===== src/rtl/blkdma_pkg.sv =====
package blkdma_pkg;
  typedef enum logic [2:0] {
    ST_IDLE = 3'd0,
    ST_ARB  = 3'd1,
    ST_RD   = 3'd2,
    ST_WR   = 3'd3,
    ST_DEAD = 3'd4,
    ST_REL  = 3'd5
  } dma_state_t;

  localparam int WORD_BITS  = 16;
  localparam int WORD_BYTES = WORD_BITS / 8;
endpackage


===== src/rtl/blkdma_addr_gen.sv =====
module blkdma_addr_gen #(
  parameter int ADDR_W = 24,
  parameter int STEP   = 2
) (
  input  logic              clk,
  input  logic              rst_n,
  input  logic              load,
  input  logic [ADDR_W-1:0] init_addr,
  input  logic              inc_en_in,
  input  logic              step,
  output logic [ADDR_W-1:0] addr
);
  localparam logic [ADDR_W-1:0] STEP_V = ADDR_W'(STEP);

  logic inc_en;

  function automatic logic [ADDR_W-1:0] advance(input logic [ADDR_W-1:0] a,
                                                input logic inc);
    return inc ? a + STEP_V : a;
  endfunction

  always_ff @(posedge clk) begin
    if (!rst_n) begin
      addr   <= '0;
      inc_en <= 1'b0;
    end else if (load) begin
      addr   <= init_addr;
      inc_en <= inc_en_in;
    end else if (step) begin
      addr <= advance(addr, inc_en);
    end
  end

  assert_hold_R7: assert property (@(posedge clk) disable iff (!rst_n)
    (step && !load && !inc_en) |=> $stable(addr));
endmodule


===== src/rtl/blkdma_counters.sv =====
module blkdma_counters #(
  parameter int BLK_W = 8,
  parameter int CNT_W = 16
) (
  input  logic             clk,
  input  logic             rst_n,
  input  logic             cfg_load,
  input  logic [BLK_W-1:0] cfg_blk_size,
  input  logic [CNT_W-1:0] cfg_xfer_cnt,
  input  logic             blk_start,
  input  logic             unit_done,
  output logic             last_unit,
  output logic             blk_done,
  output logic             active
);
  localparam logic [BLK_W-1:0] ONE_U = BLK_W'(1);
  localparam logic [CNT_W-1:0] ONE_C = CNT_W'(1);

  logic [BLK_W-1:0] blk_size_r;
  logic [BLK_W-1:0] unit_cnt;
  logic [CNT_W-1:0] xfer_cnt;

  assign last_unit = (unit_cnt == ONE_U);
  assign blk_done  = unit_done && last_unit;
  assign active    = (xfer_cnt != '0);

  always_ff @(posedge clk) begin
    if (!rst_n) begin
      blk_size_r <= '0;
      unit_cnt   <= '0;
      xfer_cnt   <= '0;
    end else if (cfg_load) begin
      blk_size_r <= cfg_blk_size;
      unit_cnt   <= cfg_blk_size;
      xfer_cnt   <= cfg_xfer_cnt;
    end else begin
      if (blk_start)
        unit_cnt <= blk_size_r;
      else if (unit_done)
        unit_cnt <= unit_cnt - ONE_U;
      if (blk_done)
        xfer_cnt <= xfer_cnt - ONE_C;
    end
  end

  assert_block_dec_R8: assert property (@(posedge clk) disable iff (!rst_n)
    (blk_done && !cfg_load) |=> (xfer_cnt == $past(xfer_cnt) - ONE_C));
  assert_reload_R4: assert property (@(posedge clk) disable iff (!rst_n)
    (blk_start && !cfg_load) |=> (unit_cnt == blk_size_r));
endmodule


===== src/rtl/blkdma_fsm.sv =====
module blkdma_fsm
  import blkdma_pkg::*;
(
  input  logic clk,
  input  logic rst_n,
  input  logic cfg_load,
  input  logic dreq,
  input  logic bus_gnt,
  input  logic cpu_cycle,
  input  logic active,
  input  logic last_unit,
  output logic bus_req,
  output logic rd_cyc,
  output logic wr_cyc,
  output logic dead_cyc,
  output logic blk_start,
  output logic unit_done
);
  dma_state_t state, nxt;
  logic pend;
  logic cpu_ok;

  assign bus_req   = (state == ST_ARB) || (state == ST_RD) ||
                     (state == ST_WR)  || (state == ST_DEAD);
  assign rd_cyc    = (state == ST_RD);
  assign wr_cyc    = (state == ST_WR);
  assign dead_cyc  = (state == ST_DEAD);
  assign blk_start = (state == ST_ARB) && bus_gnt;
  assign unit_done = wr_cyc;

  always_comb begin
    nxt = state;
    unique case (state)
      ST_IDLE: if (active && pend && cpu_ok) nxt = ST_ARB;
      ST_ARB:  if (bus_gnt) nxt = ST_RD;
      ST_RD:   nxt = ST_WR;
      ST_WR:   nxt = last_unit ? ST_DEAD : ST_RD;
      ST_DEAD: nxt = ST_REL;
      ST_REL:  nxt = ST_IDLE;
      default: nxt = ST_IDLE;
    endcase
  end

  always_ff @(posedge clk) begin
    if (!rst_n) begin
      state  <= ST_IDLE;
      pend   <= 1'b0;
      cpu_ok <= 1'b1;
    end else begin
      state <= nxt;
      if (cfg_load)
        pend <= 1'b0;
      else if (dreq && active)
        pend <= 1'b1;
      else if (blk_start)
        pend <= 1'b0;
      if (cfg_load)
        cpu_ok <= 1'b1;
      else if (state == ST_DEAD)
        cpu_ok <= 1'b0;
      else if (cpu_cycle && !bus_req)
        cpu_ok <= 1'b1;
    end
  end

  assert_rd_then_wr_R2: assert property (@(posedge clk) disable iff (!rst_n)
    rd_cyc |=> wr_cyc);
  assert_no_both_R2: assert property (@(posedge clk) disable iff (!rst_n)
    !(rd_cyc && wr_cyc));
  assert_chain_R3: assert property (@(posedge clk) disable iff (!rst_n)
    (wr_cyc && !last_unit) |=> rd_cyc);
  assert_dead_after_last_R5: assert property (@(posedge clk) disable iff (!rst_n)
    (wr_cyc && last_unit) |=> (dead_cyc && bus_req && !rd_cyc && !wr_cyc));
  assert_release_R6: assert property (@(posedge clk) disable iff (!rst_n)
    dead_cyc |=> !bus_req);
  assert_wait_grant_R9: assert property (@(posedge clk) disable iff (!rst_n)
    (bus_req && !rd_cyc && !wr_cyc && !dead_cyc && !bus_gnt) |=> !rd_cyc);
endmodule


===== src/rtl/blkdma_seq.sv =====
module blkdma_seq
  import blkdma_pkg::*;
#(
  parameter int ADDR_W = 24,
  parameter int BLK_W  = 8,
  parameter int CNT_W  = 16
) (
  input  logic                 clk,
  input  logic                 rst_n,
  input  logic                 cfg_load,
  input  logic [ADDR_W-1:0]    cfg_src_addr,
  input  logic [ADDR_W-1:0]    cfg_dst_addr,
  input  logic                 cfg_src_inc,
  input  logic                 cfg_dst_inc,
  input  logic [BLK_W-1:0]     cfg_blk_size,
  input  logic [CNT_W-1:0]     cfg_xfer_cnt,
  input  logic                 dreq,
  output logic                 bus_req,
  input  logic                 bus_gnt,
  input  logic                 cpu_cycle,
  output logic [ADDR_W-1:0]    mem_addr,
  output logic                 mem_rd,
  output logic                 mem_wr,
  input  logic [WORD_BITS-1:0] mem_rdata,
  output logic [WORD_BITS-1:0] mem_wdata,
  output logic                 active
);
  logic rd_cyc, wr_cyc, dead_cyc, blk_start, unit_done, last_unit, blk_done;
  logic [ADDR_W-1:0]    src_addr, dst_addr;
  logic [WORD_BITS-1:0] data_r;

  blkdma_fsm u_fsm (
    .clk(clk), .rst_n(rst_n), .cfg_load(cfg_load), .dreq(dreq),
    .bus_gnt(bus_gnt), .cpu_cycle(cpu_cycle), .active(active),
    .last_unit(last_unit), .bus_req(bus_req), .rd_cyc(rd_cyc),
    .wr_cyc(wr_cyc), .dead_cyc(dead_cyc), .blk_start(blk_start),
    .unit_done(unit_done)
  );

  blkdma_counters #(.BLK_W(BLK_W), .CNT_W(CNT_W)) u_cnt (
    .clk(clk), .rst_n(rst_n), .cfg_load(cfg_load),
    .cfg_blk_size(cfg_blk_size), .cfg_xfer_cnt(cfg_xfer_cnt),
    .blk_start(blk_start), .unit_done(unit_done), .last_unit(last_unit),
    .blk_done(blk_done), .active(active)
  );

  blkdma_addr_gen #(.ADDR_W(ADDR_W), .STEP(WORD_BYTES)) u_src (
    .clk(clk), .rst_n(rst_n), .load(cfg_load), .init_addr(cfg_src_addr),
    .inc_en_in(cfg_src_inc), .step(rd_cyc), .addr(src_addr)
  );

  blkdma_addr_gen #(.ADDR_W(ADDR_W), .STEP(WORD_BYTES)) u_dst (
    .clk(clk), .rst_n(rst_n), .load(cfg_load), .init_addr(cfg_dst_addr),
    .inc_en_in(cfg_dst_inc), .step(wr_cyc), .addr(dst_addr)
  );

  always_ff @(posedge clk) begin
    if (!rst_n)
      data_r <= '0;
    else if (rd_cyc)
      data_r <= mem_rdata;
  end

  assign mem_rd    = rd_cyc;
  assign mem_wr    = wr_cyc;
  assign mem_addr  = wr_cyc ? dst_addr : src_addr;
  assign mem_wdata = data_r;

  assert_wdata_R2: assert property (@(posedge clk) disable iff (!rst_n)
    mem_rd |=> (mem_wdata == $past(mem_rdata)));
  assert_strobe_owns_bus_R9: assert property (@(posedge clk) disable iff (!rst_n)
    (mem_rd || mem_wr) |-> bus_req);
  assert_block_end_R8: assert property (@(posedge clk) disable iff (!rst_n)
    (blk_done && !cfg_load) |=> dead_cyc);
endmodule


===== config.mk =====
export PLATFORM = sky130hd
export DESIGN_NAME = blkdma_seq
export DESIGN_NICKNAME = d
export VERILOG_FILES = /design/src/rtl/blkdma_pkg.sv /design/src/rtl/blkdma_addr_gen.sv /design/src/rtl/blkdma_counters.sv /design/src/rtl/blkdma_fsm.sv /design/src/rtl/blkdma_seq.sv
export SDC_FILE = /design/constraint.sdc
export NUM_CORES = 1
export LEC_CHECK = 0
export CAP_MARGIN = 5
export CORE_MARGIN = 2
export CORE_UTILIZATION = 34
export CTS_CLUSTER_DIAMETER = 120
export DETAILED_ROUTE_END_ITERATION = 8
export DONT_BUFFER_PORTS = 1
export GPL_TIMING_DRIVEN = 0
export PLACE_DENSITY = 0.55
export SYNTH_ARGS = -nofsm -noshare
export SYNTH_HDL_FRONTEND = slang
export SYNTH_SLANG_ARGS = --single-unit

===== constraint.sdc =====
create_clock -name clk -period 2 [get_ports clk]
set_input_delay 0 -clock clk [delete_from_list [all_inputs] [get_ports clk]]
set_output_delay 0 -clock clk [all_outputs]
set_load 0.1 [all_outputs]

==> metrics.md <==
| Metric | Value |
|---|---|
| Gpl congestion | roughly 0.87 |
| Leak | between 2 and 3 nW |
| Fill cell count | 1547 |
| I/O pin count | 140 |
| CP startpoint kind | flip-flop |
| Final Max Slew Viols | 0 |
| Synthesized area per cell | between 7 and 8 sq um |
| Setup ws final | -96.01 ps |
| Maximum clock frequency | roughly 480 MHz |
| GRT overflow | 0 |
| Setup-failing EPs final | 3 |
| Total Routing Usage GR | 0.2316 |
| Crit path cell chain | or4_4 -> or2_4 -> or3_4 |
| Tmin final | 2096 ps |
| Distinct cell type count after synthesis | between 50 and 60 |
| Nets | 944 |
| Fin Hold WS | around 17 ps |
| CTS tree | built |
| PD cells | 711.8 nW/um^2 |
| Vias | around 6000 |
| CTS Buffer Depth | 2 |
| Top area cells in the synthesized netlist | dfxtp_1 37%, nand2_1 8.8%, o21ai_0 6.1%, a21oi_1 4.3%, or4_1 3.5% |
| Seq/Total Area, Yosys | 0.3726 |
| Port Buf Inserts | 0 |
| Type of destination of the critical path | output pin |
| Cell count after synthesis | around 700 |
| Relative slew slack | 0.3358 |
| RSZ-0062 raised after global routing | true |
| Asr flop ratio synth | 0 |
| Antenna violation net count after detailed routing | 0 |
| Starting Density | 0.3484 |
| Number of H-tree levels | 3 |
| Area fraction of the dominant cell type after synthesis | 0.3726 |
| Worst Path Arrival | around 2100 ps |
| Standard-cell row count | 46 |
| Hold WC Path Type | in -> reg |
| Max incr delay on CP | ~550 ps |
| Synthesized area | 5534 sq um |
| First-pass GRT wire length | around 32 mm |
| Synthesized Nets | between 800 and 900 |
| Critical path class | reg -> out |
| Worst Path Required | around 2000 ps |
| CP max stage cell | or4_4 |
| Core footprint | roughly 16000 sq um |
| Failing checks | setup timing |
| Final WL | roughly 20 mm |
| Antenna violations before repair | 2 |
| Share of layout cells above drive strength 1 | 0.1795 |
| Worst vdd ir | roughly 0.48 mV |
| Inserted Clock Buffers | 9 |
| Synth Register Bits | between 100 and 150 |
| Reported max-cap violation count | 0 |
| Clock Sinks | around 100 |
| Placed cell areas | roughly 5900 sq um |
| EDFF count, synth | 0 |
| Vias per inst | between 5 and 6 |
| CTS clk-pin slew, worst paths | around 70 ps |
| Root buf cell | clkbuf_16 |
| Vias in the first global route | ~6000 |
| Synth warn | 0 |
| Dpl hpwl | 14.17 mm |
| Status | finished, violations left |
| Final Cycle Share | 1.048 |
| Die Area | ~17000 sq um |
| Drt drc | 0 |
| Design area | roughly 7900 sq um |
| Post-synth top area cell | dfxtp_1 |
| Chip Width | 131.6 um |
| Routed len/inst | between 15 and 20 um |
| 1st-iter DRT viols | ~480 |
| Predominant post-synthesis flop cell | dfxtp_1 |
| DRT Pass-1 Iters | 5 |
| Die Height | around 130 um |
| Clk_skew | between 8 and 9 ps |
| Critical Path Fanout Max | 3 |
| Layout area overhead | 43.41% |
| Clock Latency Late Sink | around 360 ps |
| Worst-margin pin slew | 994.9 ps |
| Final Hold Fails | 0 |
| Largest net degree at the start of global routing | 17 |
cell families after synthesis:
family                   after synthesis  synth area share
AND/OR/NAND/NOR                      302            0.2808
AO/OA/AOI/OAI                        203            0.2225
adder cells (fa/ha/maj)                5           0.01130
buffers and inverters                 65           0.04499
XOR/XNOR                              29           0.04590
flip-flops                           103            0.3726
multiplexers                          12           0.02193
routing by layer:
layer,part of all wire,GRT usage,vias up
met2,0.47,0.3796,209
met3,0.065,0.06443,23
met4,0.012,0.05314,0
met1,0.45,0.3025,2969
met5,0,0,-
li1,-,-,2899
worst max-delay path: cells and delay by family, from the launching register on:
family | cells | cell delay, ps
flops | 1 | 350
simple gates | 3 | 1390
state kept, by name (all words and copies together), names as in the netlist:
signal            count
mem_wdata            16
u_cnt.blk_size_r      8
u_cnt.unit_cnt        8
u_cnt.xfer_cnt       16
u_dst.addr           24
u_dst.inc_en          1
u_fsm.cpu_ok          1
u_fsm.pend            1
u_fsm.state           3
u_src.addr           24
u_src.inc_en          1
cell usage after synthesis, types with 5 or more instances:
library cell	number
or4_1	26
nand2_1	130
clkbuf_1	44
nor3_1	12
ha_1	5
inv_1	12
dfxtp_1	103
a31oi_1	30
o31ai_1	21
or3_1	16
xor2_1	14
a21oi_1	48
nor4_1	14
and3_1	9
and4_1	6
nor2_1	29
mux2i_1	11
xnor2_1	15
o21ai_0	67
nand3_1	18
nand4_1	15
a211oi_1	5
through the flow:
step | power, W | TNS (ps) | setup WS, ps | std cells | util
after floorplan | 0.003196 | -4400 | -377.1 | 719 | -
after global placement | 0.003371 | -23210 | -912.5 | 935 | 0.3726
after detailed placement | 0.003391 | -25430 | -1020 | 935 | 0.3736
after CTS | 0.005617 | -474.3 | -170.1 | 1058 | 0.4817
after global routing | 0.005858 | -449.8 | -126.4 | 1065 | 0.4996
final | 0.005649 | -186.5 | -96.01 | 1065 | 0.4996
final cells by class:
cell class | instances | area [sq um] | share of cell area
Clock buffer | 10 | 239.0 | 0.03011
Multi-Input combinational cell | 551 | 3722 | 0.4690
Timing Repair Buffer | 120 | 1172 | 0.1477
Clock inverter | 5 | 81.33 | 0.01025
Antenna cell | 2 | 5.005 | 0.0006306
Inverter | 14 | 53.80 | 0.006779
Sequential cell | 103 | 2121 | 0.2672
Buffer | 44 | 271.5 | 0.03421
Tap cell | 216 | 270.3 | 0.03405
power by group:
part           leakage (nW)  internal (W)  switching [W]
Sequential            0.862       0.00218       0.000259
Combinational          1.73      0.000457       0.000771
Clock                 0.155       0.00113       0.000850
cell usage in the layout (no fill, tap or decap), types with 4 or more instances in the layout:
cell type	Yosys	layout
and4_1	6	6
mux2i_1	11	11
o21ai_0	67	63
buf_6	0	7
ha_1	5	4
xnor2_1	15	14
and3_1	9	9
dfxtp_2	0	17
dfxtp_1	103	76
o211ai_1	4	4
dlygate4sd3_1	0	95
inv_1	12	11
clkbuf_1	44	29
a311oi_1	4	4
nand2_1	130	105
clkbuf_16	0	10
or4_4	0	10
buf_4	0	24
nand2_2	0	5
nand2_8	0	12
a211oi_1	5	5
nand3_2	0	4
or4_1	26	16
o31ai_1	21	21
a21oi_1	48	48
nor2_1	29	28
or3_1	16	12
o21ai_4	0	4
xor2_1	14	14
nand3_1	18	14
nand4_1	15	15
a31oi_1	30	30
nand2_4	0	8
dfxtp_4	0	10
nor3_1	12	12
nor4_1	14	12
or3_4	0	4
worst paths after layout:
kind / from / end / slack, ps / cells past startpoint
worst min register to register: u_cnt.blk_size_r[2]$_SDFFE_PN0P_ / u_cnt.blk_size_r[2]$_SDFFE_PN0P_ / 480 / 2
worst max-delay path: u_cnt.xfer_cnt[6]$_SDFFE_PN0P_ / active / -100 / 3
worst max register to register: u_cnt.xfer_cnt[6]$_SDFFE_PN0P_ / u_cnt.xfer_cnt[15]$_SDFFE_PN0P_ / -60 / 5
worst min-delay path: rst_n / u_cnt.xfer_cnt[9]$_SDFFE_PN0P_ / 20 / 3
timing repair:
item                                   4_1_cts  5_1_grt
cloned                                       1        1
pin swaps                                   14       30
setup endpoints to repair                   76       58
resized for setup                           84       72
endpoints found under the hold margin      102        0
hold buffers                                95        0
buffers inserted                            15        9
Power figures use the tool's default switching activity.
